<file path="config.mk">
export PLATFORM = sky130hd
export DESIGN_NAME = jobctl_regs
export DESIGN_NICKNAME = d
export VERILOG_FILES = /design/src/rtl/jobctl_pkg.sv /design/src/rtl/jobctl_seq.sv /design/src/rtl/jobctl_cfg.sv /design/src/rtl/jobctl_rdmux.sv /design/src/rtl/jobctl_regs.sv
export SDC_FILE = /design/constraint.sdc
export NUM_CORES = 1
export LEC_CHECK = 0
export BUFFER_PORTS_ARGS = -buffer_cell sky130_fd_sc_hd__buf_2
export CAP_MARGIN = 0
export CORE_MARGIN = 3
export CORE_UTILIZATION = 55
export CTS_CLUSTER_SIZE = 14
export DETAILED_ROUTE_END_ITERATION = 8
export GPL_ROUTABILITY_DRIVEN = 0
export PLACE_DENSITY_LB_ADDON = 0.15
export REMOVE_ABC_BUFFERS = 1
export SLEW_MARGIN = 25
export SYNTH_ARGS = -nofsm -noshare
export SYNTH_HDL_FRONTEND = slang
export SYNTH_SLANG_ARGS = --single-unit
export TNS_END_PERCENT = 50
</file>
<file path="constraint.sdc">
create_clock -name clk -period 5.25 [get_ports clk]
set_input_delay 0.7875 -clock clk [delete_from_list [all_inputs] [get_ports clk]]
set_output_delay 0.7875 -clock clk [all_outputs]
set_load 0.05 [all_outputs]
</file>
<file path="src/rtl/jobctl_pkg.sv">
package jobctl_pkg;
  // register byte offsets
  localparam int OFF_CTRL  = 'h00;
  localparam int OFF_COUNT = 'h04;
  localparam int OFF_PIC   = 'h08;
  localparam int OFF_WORK  = 'h0C;
  localparam int OFF_COND  = 'h10;
  localparam int OFF_SX    = 'h14;
  localparam int OFF_SY    = 'h18;
  localparam int OFF_WX    = 'h1C;
  localparam int OFF_WY    = 'h20;
  localparam int OFF_THR   = 'h24;

  // control bit positions
  localparam int CTRL_RUN  = 0;
  localparam int CTRL_FIN  = 1;
  localparam int CTRL_SRST = 2;

  // field widths
  localparam int SX_W  = 8;
  localparam int SY_W  = 7;
  localparam int WX_W  = 9;
  localparam int WY_W  = 8;
  localparam int THR_W = 4;

  // reset values and limits
  localparam logic [WX_W-1:0]  WX_RST  = 9'h140;
  localparam logic [WY_W-1:0]  WY_RST  = 8'hF0;
  localparam logic [THR_W-1:0] THR_RST = 4'd5;
  localparam logic [THR_W-1:0] THR_MAX = 4'd9;

  typedef enum logic [1:0] {DIR_UP = 2'd0, DIR_RIGHT = 2'd1, DIR_LEFT = 2'd2, DIR_RSVD = 2'd3} dir_e;
  typedef enum logic [1:0] {MIN_20 = 2'd0, MIN_25 = 2'd1, MIN_32 = 2'd2, MIN_40 = 2'd3} min_e;
endpackage

</file>
<file path="src/rtl/jobctl_seq.sv">
module jobctl_seq #(
  parameter int CNT_W       = 6,
  parameter int MAX_RESULTS = 35,
  parameter int SRST_CYCLES = 4
) (
  input  logic             clk,
  input  logic             rst,
  input  logic             ctrl_wr,
  input  logic [2:0]       ctrl_wdata,
  input  logic             eng_done,
  input  logic [CNT_W-1:0] eng_count,
  output logic             run_q,
  output logic             fin_q,
  output logic             start_q,
  output logic             done_q,
  output logic             srst_busy,
  output logic             srst_req,
  output logic [CNT_W-1:0] count_q
);
  import jobctl_pkg::*;

  localparam int SR_W = $clog2(SRST_CYCLES + 1);
  localparam logic [CNT_W-1:0] CNT_SAT = CNT_W'(MAX_RESULTS);

  logic [SR_W-1:0] sr_cnt;
  logic            done_hit;
  logic            clr;

  assign srst_req = ctrl_wr && ctrl_wdata[CTRL_SRST] && !srst_busy;
  assign clr      = rst || srst_req || srst_busy;
  assign done_hit = run_q && eng_done;

  always_ff @(posedge clk) begin
    if (rst) begin
      srst_busy <= 1'b0;
      sr_cnt    <= '0;
    end else if (srst_req) begin
      srst_busy <= 1'b1;
      sr_cnt    <= SR_W'(SRST_CYCLES - 1);
    end else if (srst_busy) begin
      if (sr_cnt == '0) srst_busy <= 1'b0;
      else              sr_cnt    <= sr_cnt - 1'b1;
    end
  end

  always_ff @(posedge clk) begin
    if (clr) begin
      run_q   <= 1'b0;
      fin_q   <= 1'b0;
      start_q <= 1'b0;
      done_q  <= 1'b0;
      count_q <= '0;
    end else begin
      start_q <= 1'b0;
      done_q  <= done_hit;
      if (done_hit) begin
        run_q   <= 1'b0;
        count_q <= (eng_count > CNT_SAT) ? CNT_SAT : eng_count;
      end else if (ctrl_wr && ctrl_wdata[CTRL_RUN] && !run_q) begin
        run_q   <= 1'b1;
        start_q <= 1'b1;
        count_q <= '0;
      end
      if (ctrl_wr && ctrl_wdata[CTRL_FIN]) fin_q <= 1'b0;
      if (done_hit)                        fin_q <= 1'b1;
    end
  end
endmodule

</file>
<file path="src/rtl/jobctl_cfg.sv">
module jobctl_cfg #(
  parameter int ADDR_W     = 8,
  parameter int DATA_W     = 32,
  parameter int ALIGN_BITS = 5
) (
  input  logic                            clk,
  input  logic                            clr,
  input  logic                            wr_en,
  input  logic [ADDR_W-1:0]               addr,
  input  logic [DATA_W-1:0]               wdata,
  output logic [1:0][DATA_W-1:0]          bases,
  output logic [1:0]                      min_size,
  output logic [1:0]                      dir,
  output logic [jobctl_pkg::SX_W-1:0]     start_x,
  output logic [jobctl_pkg::SY_W-1:0]     start_y,
  output logic [jobctl_pkg::WX_W-1:0]     size_x,
  output logic [jobctl_pkg::WY_W-1:0]     size_y,
  output logic [jobctl_pkg::THR_W-1:0]    thresh
);
  import jobctl_pkg::*;

  for (genvar b = 0; b < 2; b++) begin : g_base
    localparam int OFF = (b == 0) ? OFF_PIC : OFF_WORK;
    logic [DATA_W-1:ALIGN_BITS] hi_q;
    always_ff @(posedge clk) begin
      if (clr)                                 hi_q <= '0;
      else if (wr_en && addr == ADDR_W'(OFF))  hi_q <= wdata[DATA_W-1:ALIGN_BITS];
    end
    assign bases[b] = {hi_q, {ALIGN_BITS{1'b0}}};
  end

  always_ff @(posedge clk) begin
    if (clr) begin
      min_size <= MIN_20;
      dir      <= DIR_UP;
      start_x  <= '0;
      start_y  <= '0;
      size_x   <= WX_RST;
      size_y   <= WY_RST;
      thresh   <= THR_RST;
    end else if (wr_en) begin
      if (addr == ADDR_W'(OFF_COND) && wdata[3:2] != DIR_RSVD) begin
        min_size <= wdata[1:0];
        dir      <= wdata[3:2];
      end
      if (addr == ADDR_W'(OFF_SX)) start_x <= wdata[SX_W-1:0];
      if (addr == ADDR_W'(OFF_SY)) start_y <= wdata[SY_W-1:0];
      if (addr == ADDR_W'(OFF_WX)) size_x  <= wdata[WX_W-1:0];
      if (addr == ADDR_W'(OFF_WY)) size_y  <= wdata[WY_W-1:0];
      if (addr == ADDR_W'(OFF_THR) && wdata[THR_W-1:0] <= THR_MAX)
        thresh <= wdata[THR_W-1:0];
    end
  end
endmodule

</file>
<file path="src/rtl/jobctl_rdmux.sv">
module jobctl_rdmux #(
  parameter int ADDR_W = 8,
  parameter int DATA_W = 32,
  parameter int CNT_W  = 6
) (
  input  logic                         clk,
  input  logic                         rst,
  input  logic                         rd_en,
  input  logic [ADDR_W-1:0]            addr,
  input  logic [2:0]                   ctrl_bits,
  input  logic [CNT_W-1:0]             count,
  input  logic [1:0][DATA_W-1:0]       bases,
  input  logic [1:0]                   min_size,
  input  logic [1:0]                   dir,
  input  logic [jobctl_pkg::SX_W-1:0]  start_x,
  input  logic [jobctl_pkg::SY_W-1:0]  start_y,
  input  logic [jobctl_pkg::WX_W-1:0]  size_x,
  input  logic [jobctl_pkg::WY_W-1:0]  size_y,
  input  logic [jobctl_pkg::THR_W-1:0] thresh,
  output logic [DATA_W-1:0]            rdata
);
  import jobctl_pkg::*;

  logic [DATA_W-1:0] sel;

  always_comb begin
    sel = '0;
    case (addr)
      ADDR_W'(OFF_CTRL):  sel = DATA_W'(ctrl_bits);
      ADDR_W'(OFF_COUNT): sel = DATA_W'(count);
      ADDR_W'(OFF_PIC):   sel = bases[0];
      ADDR_W'(OFF_WORK):  sel = bases[1];
      ADDR_W'(OFF_COND):  sel = DATA_W'({dir, min_size});
      ADDR_W'(OFF_SX):    sel = DATA_W'(start_x);
      ADDR_W'(OFF_SY):    sel = DATA_W'(start_y);
      ADDR_W'(OFF_WX):    sel = DATA_W'(size_x);
      ADDR_W'(OFF_WY):    sel = DATA_W'(size_y);
      ADDR_W'(OFF_THR):   sel = DATA_W'(thresh);
      default:            sel = '0;
    endcase
  end

  always_ff @(posedge clk) begin
    if (rst)        rdata <= '0;
    else if (rd_en) rdata <= sel;
  end
endmodule

</file>
<file path="src/rtl/jobctl_regs.sv">
module jobctl_regs #(
  parameter int ADDR_W      = 8,
  parameter int DATA_W      = 32,
  parameter int ALIGN_BITS  = 5,
  parameter int CNT_W       = 6,
  parameter int MAX_RESULTS = 35,
  parameter int SRST_CYCLES = 4
) (
  input  logic                         clk,
  input  logic                         rst,
  input  logic                         bus_wr,
  input  logic                         bus_rd,
  input  logic [ADDR_W-1:0]            bus_addr,
  input  logic [DATA_W-1:0]            bus_wdata,
  output logic [DATA_W-1:0]            bus_rdata,
  output logic                         eng_start,
  output logic                         eng_run,
  input  logic                         eng_done,
  input  logic [CNT_W-1:0]             eng_count,
  output logic                         done_evt,
  output logic [DATA_W-1:0]            cfg_pic_base,
  output logic [DATA_W-1:0]            cfg_work_base,
  output logic [1:0]                   cfg_min_size,
  output logic [1:0]                   cfg_dir,
  output logic [jobctl_pkg::SX_W-1:0]  cfg_start_x,
  output logic [jobctl_pkg::SY_W-1:0]  cfg_start_y,
  output logic [jobctl_pkg::WX_W-1:0]  cfg_size_x,
  output logic [jobctl_pkg::WY_W-1:0]  cfg_size_y,
  output logic [jobctl_pkg::THR_W-1:0] cfg_thresh
);
  import jobctl_pkg::*;

  logic                    ctrl_wr, cfg_wr, cfg_clr;
  logic                    run_q, fin_q, srst_busy, srst_req;
  logic [CNT_W-1:0]        count_q;
  logic [1:0][DATA_W-1:0]  bases;

  assign ctrl_wr = bus_wr && bus_addr == ADDR_W'(OFF_CTRL);
  assign cfg_wr  = bus_wr && !run_q && !srst_busy;
  assign cfg_clr = rst || srst_req || srst_busy;

  jobctl_seq #(.CNT_W(CNT_W), .MAX_RESULTS(MAX_RESULTS), .SRST_CYCLES(SRST_CYCLES)) seq_i (
    .clk(clk), .rst(rst), .ctrl_wr(ctrl_wr), .ctrl_wdata(bus_wdata[2:0]),
    .eng_done(eng_done), .eng_count(eng_count),
    .run_q(run_q), .fin_q(fin_q), .start_q(eng_start), .done_q(done_evt),
    .srst_busy(srst_busy), .srst_req(srst_req), .count_q(count_q)
  );

  jobctl_cfg #(.ADDR_W(ADDR_W), .DATA_W(DATA_W), .ALIGN_BITS(ALIGN_BITS)) cfg_i (
    .clk(clk), .clr(cfg_clr), .wr_en(cfg_wr), .addr(bus_addr), .wdata(bus_wdata),
    .bases(bases), .min_size(cfg_min_size), .dir(cfg_dir),
    .start_x(cfg_start_x), .start_y(cfg_start_y),
    .size_x(cfg_size_x), .size_y(cfg_size_y), .thresh(cfg_thresh)
  );

  jobctl_rdmux #(.ADDR_W(ADDR_W), .DATA_W(DATA_W), .CNT_W(CNT_W)) rdmux_i (
    .clk(clk), .rst(rst), .rd_en(bus_rd), .addr(bus_addr),
    .ctrl_bits({srst_busy, fin_q, run_q}), .count(count_q), .bases(bases),
    .min_size(cfg_min_size), .dir(cfg_dir),
    .start_x(cfg_start_x), .start_y(cfg_start_y),
    .size_x(cfg_size_x), .size_y(cfg_size_y), .thresh(cfg_thresh),
    .rdata(bus_rdata)
  );

  assign eng_run       = run_q;
  assign cfg_pic_base  = bases[0];
  assign cfg_work_base = bases[1];
endmodule

</file>
==> results of run 1 <==
==> routing by layer <==
layer	vias up	GRT usage
li1	2579	-
met5	-	0
met3	31	0.0763
met4	0	0.109
met2	280	0.444
met1	2623	0.365
==> final timing paths <==
path	startpoint	end	cells past startpoint
setup / recovery	bus_addr[2]	cfg_i.start_x[5]$_SDFFE_PP0P_	6
hold / removal	rdmux_i.rdata[28]$_SDFFE_PP0P_	rdmux_i.rdata[28]$_SDFFE_PP0P_	2
setup reg to reg	seq_i.run_q$_SDFFE_PP0P_	cfg_i.size_x[0]$_SDFFE_PP0P_	4
hold reg to reg	rdmux_i.rdata[28]$_SDFFE_PP0P_	rdmux_i.rdata[28]$_SDFFE_PP0P_	2
==> cells in the mapped netlist (3+ instances only) <==
library cell	n	area share
o21ai_0	28	0.024
buf_6	6	0.011
nand4_1	5	0.0053
and3_1	5	0.0053
nor2_1	42	0.027
a22oi_1	32	0.041
a21oi_1	50	0.043
o211ai_1	4	0.0051
nor4b_4	3	0.012
a22o_1	5	0.0074
nor2b_1	5	0.0053
mux2i_1	44	0.075
nand3_1	13	0.011
clkbuf_1	12	0.0077
and2_1	4	0.0043
mux2_2	10	0.019
o21ai_1	6	0.0051
a21oi_2	10	0.015
nand2_1	151	0.096
buf_4	14	0.018
buf_2	21	0.018
dfxtp_1	140	0.48
inv_1	5	0.0032
==> critical path: cells and delay by family <==
family / cells / cell delay [ns]
AOI/OAI and AO/OA: 1 / 0.59
buffers and inverters: 2 / 0.92
and+or+nand+nor: 3 / 1.00
==> final cells by class <==
| type | instances | area, um2 |
|---|---|---|
| fill | 821 | 3050 |
| sequential | 140 | 2800 |
| multi-input combinational | 464 | 2780 |
| timing repair buffer | 186 | 952 |
| clock buffer | 19 | 432 |
| tap | 136 | 170 |
| clock inverter | 13 | 166 |
| inverter | 5 | 18.8 |
==> flip-flops by register name (all words and copies together) (netlist names) <==
signal / flops
cfg_i.g_base.hi_q: 54
rdmux_i.rdata: 32
cfg_i.size_x: 9
cfg_i.size_y: 8
cfg_i.start_x: 8
cfg_i.start_y: 7
seq_i.count_q: 6
cfg_i.thresh: 4
seq_i.sr_cnt: 3
cfg_i.dir: 2
cfg_i.min_size: 2
seq_i.done_q: 1
seq_i.fin_q: 1
seq_i.run_q: 1
seq_i.srst_busy: 1
seq_i.start_q: 1
==> power by group through the flow <==
stage / registers, mW / clock network, mW / logic (mW)
2_1_floorplan: 1.09 / 0 / 0.0478
3_3_place_gp: 1.09 / 0 / 0.105
3_5_place_dp: 1.09 / 0 / 0.108
4_1_cts: 1.06 / 1.21 / 0.108
5_1_grt: 1.06 / 1.26 / 0.117
6_report: 1.06 / 1.21 / 0.110
==> logic make-up after synthesis <==
logic type                 after synthesis  share of synthesized area
DFF                                    140                      0.476
adders and majority gates                2                    0.00425
muxes                                   56                      0.102
AOI/OAI and AO/OA                      150                      0.161
other                                    1                   0.000637
xor gates and xnor gates                 2                    0.00298
and+or+nand+nor                        244                      0.194
buffers and inverters                   60                     0.0595
==> layout by cell type, fill, tap and decap left out, types with 3 or more instances in the layout <==
master,synthesis,routed
mux2i_1,44,44
a22oi_1,32,32
nand2_1,151,151
nand3_1,13,13
nor2b_1,5,5
conb_1,1,10
o211ai_1,4,4
and3_1,5,3
and2_1,4,4
a21oi_1,50,50
clkinvlp_4,0,3
bufinv_16,0,3
a22o_1,5,5
buf_4,14,6
dfxtp_1,140,140
a21oi_2,10,10
mux2_2,10,10
clkbuf_16,0,16
nand4_1,5,5
buf_2,21,179
clkinv_4,0,3
nor4b_4,3,3
o21ai_1,6,6
inv_1,5,5
nor2_1,42,41
o21ai_0,28,28
==> per-stage QoR <==
stage | setup slack (ns) | cells | area, um2 | total power, mW | hold slack [ns]
after floorplan | 1.50 | 609 | 5590 | 1.14 | 0.428
after global placement | 1.92 | 930 | 6700 | 1.19 | 0.430
after detailed placement | 1.81 | 930 | 6710 | 1.20 | 0.439
after CTS | 2.36 | 962 | 7310 | 2.39 | 0.448
after global routing | 2.12 | 963 | 7320 | 2.44 | 0.473
final | 2.33 | 963 | 7320 | 2.38 | 0.444
==> summary.md, run 1 <==
| Metric | Value |
|---|---|
| Outcome | finished clean |
| RSZ-0062 raised after global routing | no |
| Hold crit path type | reg2reg |
| Synthesized flop and latch total | 140 |
| Post-synth EDFFs | 0 |
| WL met1 | slightly below 7000 um |
| WL met3 | 1700 um |
| Metal2 WL | 7990 um |
| Peak supply drop | 0.171 mV |
| Mean cell area of the mapped netlist | 8.98 um2 |
| Critical path arrival | 3.31 ns |
| Worst Setup Start Kind | input pin |
| Setup bufs post-CTS | 0 |
| Worst Path Required | 5.64 ns |
| Fin crit share | 0.557 |
| Slowest cell delay on critical path | 0.66 ns |
| Switching share of total power | 0.231 |
| Unique masters post-synth | 54 |
| H-tree Lvls | 4 |
| Crit. End Element | flip-flop |
| DRT iter0 DRCs | 442 |
| Detail Route Antenna Nets | 0 |
| Clock power share | 0.507 |
| Post-Synthesis Cells | 655 |
| Initial Util | 0.567 |
| Post-synthesis async set-or-reset flop share | 0 |
| Worst slew pin tran | 0.917 ns |
| Final setup violation count | 0 |
| Final core area utilization | 0.706 |
| Die Y | 109 um |
| Die width | around 110 um |
| Post-synth top flop | dfxtp_1 |
| CP Max Fanout | 58 |
| Ratio of cells with drive above 1 in the final layout | 0.310 |
| CTS resizes | 0 |
| GRT Total Usage | 0.280 |
| CTS buffer count | 17 |
| Max-Slew Margin vs Limit | 0.389 |
| Synth warnings | 0 |
| Final wirelength | 16900 um |
| Clk Latency, worst-skew pair | 0.53 ns |
| Net switching power figure | 0.549 mW |
| Tmin final | 2.92 ns |
| Slack of the worst reg-to-reg path | 3.05 ns |
| Die area | between 10000 and 15000 um2 |
| Layout area overhead | 24.5% |
| Setup TNS | 0 ns |
| DR pass1 iterations | 5 |
| Longest Clk Path Bufs | 2 |
| Pwr/cell area | around 330 nW/um2 |
| Port buffer count | 179 |
| Count of final max-slew check failures | 0 |
| Static leakage | around 3.3 nW |
| Top layer in use | met4 |
| Critical-path cell list | buf_2, nor4_4, and3_4, a211o_2, buf_4, nor2_1 |
| Routed vias | roughly 5500 |
| Num rows | 37 |
| Residual DRC | 0 |
| First-pass GRT wire length | about 26000 um |
| GRT overflow | 0 |
| Fin. Hold Viols | 0 |
| Seq pwr share | 0.447 |
| Critical-path top delay cell | buf_4 |
| CTS tree | yes |
| Crit Path Category | in2reg |
| Nets | 867 |
| Hold-fix buffers, CTS | 0 |
| Vias in the first global route | 5035 |
| Int Pwr | 1.83 mW |
| Initial antenna violation count | 0 |
| N_diodes | 0 |
| Logic pwr share | 0.046 |
| I/O pins | 190 |
| Max-Cap Viols | 0 |
| Clock Skew | 0.00498 ns |
| Clock sinks | 140 |
| Mapped cell area | around 6000 um2 |
| WL per Instance | approximately 18 um |
| Pin count of the biggest net entering global routing | 59 |
| HPWL Detailed | 11500 um |
| Clock transition at path regs | ~0.060 ns |
| FMAX | 342 MHz |
| Via density | 5.72 |
| Seq/Total Area, Yosys | 0.476 |
| Core area | 10400 um2 |
| Root Buffer Master | clkbuf_8 |
Note: power is estimated with default switching activity, not from simulation.
==> run 2, diff against run 1 <==
--- a/config.mk
+++ b/config.mk
@@ -5,10 +5,11 @@
 export SDC_FILE = /design/constraint.sdc
 export NUM_CORES = 1
 export LEC_CHECK = 0
+export ABC_AREA = 1
 export BUFFER_PORTS_ARGS = -buffer_cell sky130_fd_sc_hd__buf_2
 export CAP_MARGIN = 0
 export CORE_MARGIN = 3
-export CORE_UTILIZATION = 55
+export CORE_UTILIZATION = 51
 export CTS_CLUSTER_SIZE = 14
 export DETAILED_ROUTE_END_ITERATION = 8
 export GPL_ROUTABILITY_DRIVEN = 0
==> constraint.sdc (replaced) <==
create_clock -name clk -period 2.7 [get_ports clk]
set_input_delay 0.405 -clock clk [delete_from_list [all_inputs] [get_ports clk]]
set_output_delay 0.405 -clock clk [all_outputs]
set_load 0.05 [all_outputs]
==> run 2 against run 1 <==
  * Non-clock buffer count is 3 higher
  * Highest routed layer unchanged
  * Wire length is 5.8% higher
  * Critical path type is now reg2reg
  * Largest power group unchanged
  * Final area rose by 2.7%
==> summary.md, run 2 <==
| Metric | Value |
|---|---|
| FF-to-FF path depth | 7 (was 4) |
| Hold-critical path depth | 3 (was 2) |
| Largest family of logic cells by synthesized area | simple AND/OR/NAND/NOR gates (unchanged) |
| Post-synthesis async set-or-reset flop share | 0 (unchanged) |
| Placed insts | 1116 (was 930) |
| Mapped cell area | 6050 um2 (was 5880 um2) |
| Synthesized flop and latch total | 140 (unchanged) |
| Num rows | 39 (was 37) |
| Slowest cell delay on critical path | 0.39 ns (was 0.66 ns) |
| Pin count of the biggest net entering global routing | 53 (was 59) |
| Critical-path top delay cell | inv_4 (was buf_4) |
| Max reg flops | 54 (unchanged) |
| Final core area utilization | 0.653 (was 0.706) |
| Setup TNS | 0 ns (unchanged) |
| Initial Util | 0.525 (was 0.567) |
| Multiplexer share of the synthesized area | 0.00993 (was 0.102) |
| GRT overflow | 0 (unchanged) |
| Fin crit share | 0.662 |
| DRT iter0 DRCs | 686 (was 442) |
| GRT Total Usage | 0.271 (was 0.280) |
| Power, Total | 4.59 mW (was 2.38 mW) |
| Clk Latency, worst-skew pair | 0.42 ns (was 0.53 ns) |
| Largest registers | cfg_i.g_base.hi_q: 54 flops, rdmux_i.rdata: 32 flops, cfg_i.size_x: 9 flops (unchanged) |
| Hold crit path type | in2reg (was reg2reg) |
| Filler cells | 1063 (was 821) |
| Synth warnings | 0 (unchanged) |
| Routed vias | 6063 (was 5513) |
| Crit path max-delay family | buffers and inverters (was simple AND/OR/NAND/NOR gates) |
| Placed Area | 6940 um2 (was 6710 um2) |
| CP Max Fanout | 28 (was 58) |
| Synth top area cells | dfxtp_1 46%, nand2_1 16%, a21oi_1 8.3% (was dfxtp_1 48%, nand2_1 9.6%, mux2i_1 7.5%) |
| XOR/XNOR share of the synthesized area | 0.00290 (was 0.00298) |
| Hold-fix buffers, CTS | 0 (unchanged) |
| Residual DRC | 0 (unchanged) |
| FMAX | 559 MHz |
| Layout area overhead | 24.4% (was 24.5%) |
| Die width | 115 um (was 109 um) |
| Max-Cap Viols | 0 (unchanged) |
| Pwr/cell area | 610 nW/um2 (was 325 nW/um2) |
| Ratio of cells with drive above 1 in the final layout | 0.243 (was 0.310) |
| Critical path arrival | 2.14 ns (was 3.31 ns) |
| Worst Path Buf+Inv | 3 (was 2) |
| Worst slew pin tran | 0.571 ns (was 0.917 ns) |
| I/O pins | 190 (unchanged) |
| Post-synth EDFFs | 0 (unchanged) |
| Final setup violation count | 0 (unchanged) |
| Port buffer count | 179 (unchanged) |
| H-tree Lvls | 4 (unchanged) |
| Critical-path cell list | inv_2, nand3_2, inv_2, nand2_4, inv_4, nand2_1, a21oi_1 (was buf_2, nor4_4, and3_4, a211o_2, buf_4, nor2_1) |
| Count of final max-slew check failures | 0 (unchanged) |
| Synth top area share | 0.464 (was 0.476) |
| DR pass1 iterations | 6 (was 5) |
| Root Buffer Master | clkbuf_16 (was clkbuf_8) |
| Seq/Total Area, Yosys | 0.464 (was 0.476) |
| Peak supply drop | 0.395 mV (was 0.171 mV) |
| Fin. Hold Viols | 0 (unchanged) |
| Mean cell area of the mapped netlist | 7.31 um2 (was 8.98 um2) |
| Biggest register | cfg_i.g_base.hi_q (unchanged) |
| HPWL Detailed | 12200 um (was 11500 um) |
| WL per Instance | 15.6 um (was 17.5 um) |
| Non-filler cells in the finished layout | 1148 (was 963) |
| Slack of the worst reg-to-reg path | 0.91 ns (was 3.05 ns) |
| Area share of fa/ha/maj cells after synthesis | 0.00414 (was 0.00425) |
| Initial antenna violation count | 1 (was 0) |
| Longest Clk Path Bufs | 2 (unchanged) |
| Static leakage | 3.35 nW (was 3.32 nW) |
| Post-synth top flop | dfxtp_1 (unchanged) |
| Synth Area in Simple Gates | 0.286 (was 0.194) |
| CTS buffer count | 17 (unchanged) |
| Clock Skew | 0.00603 ns (was 0.00498 ns) |
| Clock transition at path regs | 0.06 ns (about the same) |
| Largest area contributor in the netlist | dfxtp_1 (unchanged) |
| Crit. End Element | flip-flop (unchanged) |
| Setup bufs post-CTS | 0 (unchanged) |
| Tmin final | 1.79 ns |
| Worst Path Required | 3.05 ns (was 5.64 ns) |
| Vias in the first global route | 5443 (was 5035) |
| Synth top cells by count | 254 x nand2_1, 140 x dfxtp_1, 100 x a21oi_1 (was 151 x nand2_1, 140 x dfxtp_1, 50 x a21oi_1) |
| CTS resizes | 0 (unchanged) |
| Die area | 13200 um2 (was 12000 um2) |
| Final wirelength | 17900 um (was 16900 um) |
| Most frequent cells in the layout | 254 x nand2_1, 179 x buf_2, 140 x dfxtp_1, 100 x a21oi_1, 67 x nand3_1 (was 179 x buf_2, 151 x nand2_1, 140 x dfxtp_1, 50 x a21oi_1, 44 x mux2i_1) |
| RSZ-0062 raised after global routing | no (unchanged) |
| Worst Setup Start Kind | flip-flop (was input pin) |
| Via density | 5.28 (was 5.72) |
| Unique masters post-synth | 32 (was 54) |
| First-pass GRT wire length | 28300 um (was 25900 um) |
| Detail Route Antenna Nets | 0 (unchanged) |
| CTS tree | yes (unchanged) |
| Clock sinks | 140 (unchanged) |
| Outcome | finished clean (unchanged) |
| Most numerous cell in the Yosys netlist | nand2_1 (unchanged) |
| Compound-Gate Fraction of Synth Area | 0.144 (was 0.161) |
| Cell mode on critical path | inv_2 |
| Crit Path Category | reg2reg (was in2reg) |
| Crit path depth | 7 (was 6) |
| Nets | 1045 (was 867) |
| Fin area | 7520 um2 (was 7320 um2) |
| Die Y | 115 um (was 109 um) |
| Most common cell after layout, fill and taps aside | nand2_1 (was buf_2) |
| Core area | 11500 um2 (was 10400 um2) |
| Max-Slew Margin vs Limit | 0.619 (was 0.389) |
| Post-Synthesis Cells | 827 (was 655) |
## run 2: cell count changes after synthesis, moves of 6 or more
cell      previous run  this run
nand3_1             13        67
o21ai_0             28        22
buf_2               21        13
mux2i_1             44         6
inv_2                0         6
a21oi_1             50       100
a211oi_1             2        25
a21oi_2             10         0
inv_1                5        50
a22oi_1             32         0
nor2_1              42        61
mux2_2              10         0
nand2_1            151       254
## run 2: path summary, 6_finish.rpt
| kind | start | endpoint |
|---|---|---|
| hold reg to reg | rdmux_i.rdata[16]$_SDFFE_PP0P_ | rdmux_i.rdata[16]$_SDFFE_PP0P_ |
| hold / removal | bus_wdata[8] | cfg_i.size_x[8]$_SDFFE_PP1P_ |
| setup reg to reg | seq_i.run_q$_SDFFE_PP0P_ | cfg_i.g_base[1].hi_q[29]$_SDFFE_PP0P_ |
| setup / recovery | seq_i.run_q$_SDFFE_PP0P_ | cfg_i.g_base[1].hi_q[29]$_SDFFE_PP0P_ |
## run 2: cells by family (layout without fill, tap and decap cells)
family,Yosys count,after routing
DFF,140,140
buffers and inverters,110,278
adders and majority gates,2,2
and+or+nand+nor,407,407
other,1,11
muxes,6,6
xor gates and xnor gates,2,2
AOI/OAI and AO/OA,159,159
## run 2: layer usage
metal | part of all wire | up-vias | GRT usage
met2 | 0.46 | 253 | 0.423
met5 | 0 | - | 0
met3 | 0.074 | 28 | 0.0605
li1 | - | 3002 | -
met4 | 0.024 | 0 | 0.105
met1 | 0.44 | 2780 | 0.366
## run 2: power breakdown
part           switching, mW  total, mW  internal (mW)
Sequential           0.00181       2.07           2.07
Combinational          0.168      0.218         0.0501
Clock                  0.851       2.30           1.45
## run 2: cell type report
cell class                      count  area [um2]  share of cell area
Antenna cell                        1        2.50            0.000333
Clock buffer                       25         495              0.0659
Timing Repair Buffer              189         983               0.131
Sequential cell                   140        2800               0.373
Tap cell                          143         179              0.0238
Clock inverter                      6        85.1              0.0113
Inverter                           58         220              0.0293
Multi-Input combinational cell    586        2750               0.366
## run 2: metrics by stage
step / hold WS, ns / worst slack, ns
after floorplan: 0.460 / 0.453
after global placement: 0.451 / 0.660
after detailed placement: 0.456 / 0.607
after CTS: 0.225 / 0.928
after global routing: 0.243 / 0.746
final: 0.241 / 0.912
## run 2: worst min-delay path, delay by kind of cell
kind / cells / cell delay (ns)
AND/OR/NAND/NOR: 2 / 0.12
buffers and inverters: 1 / 0.10
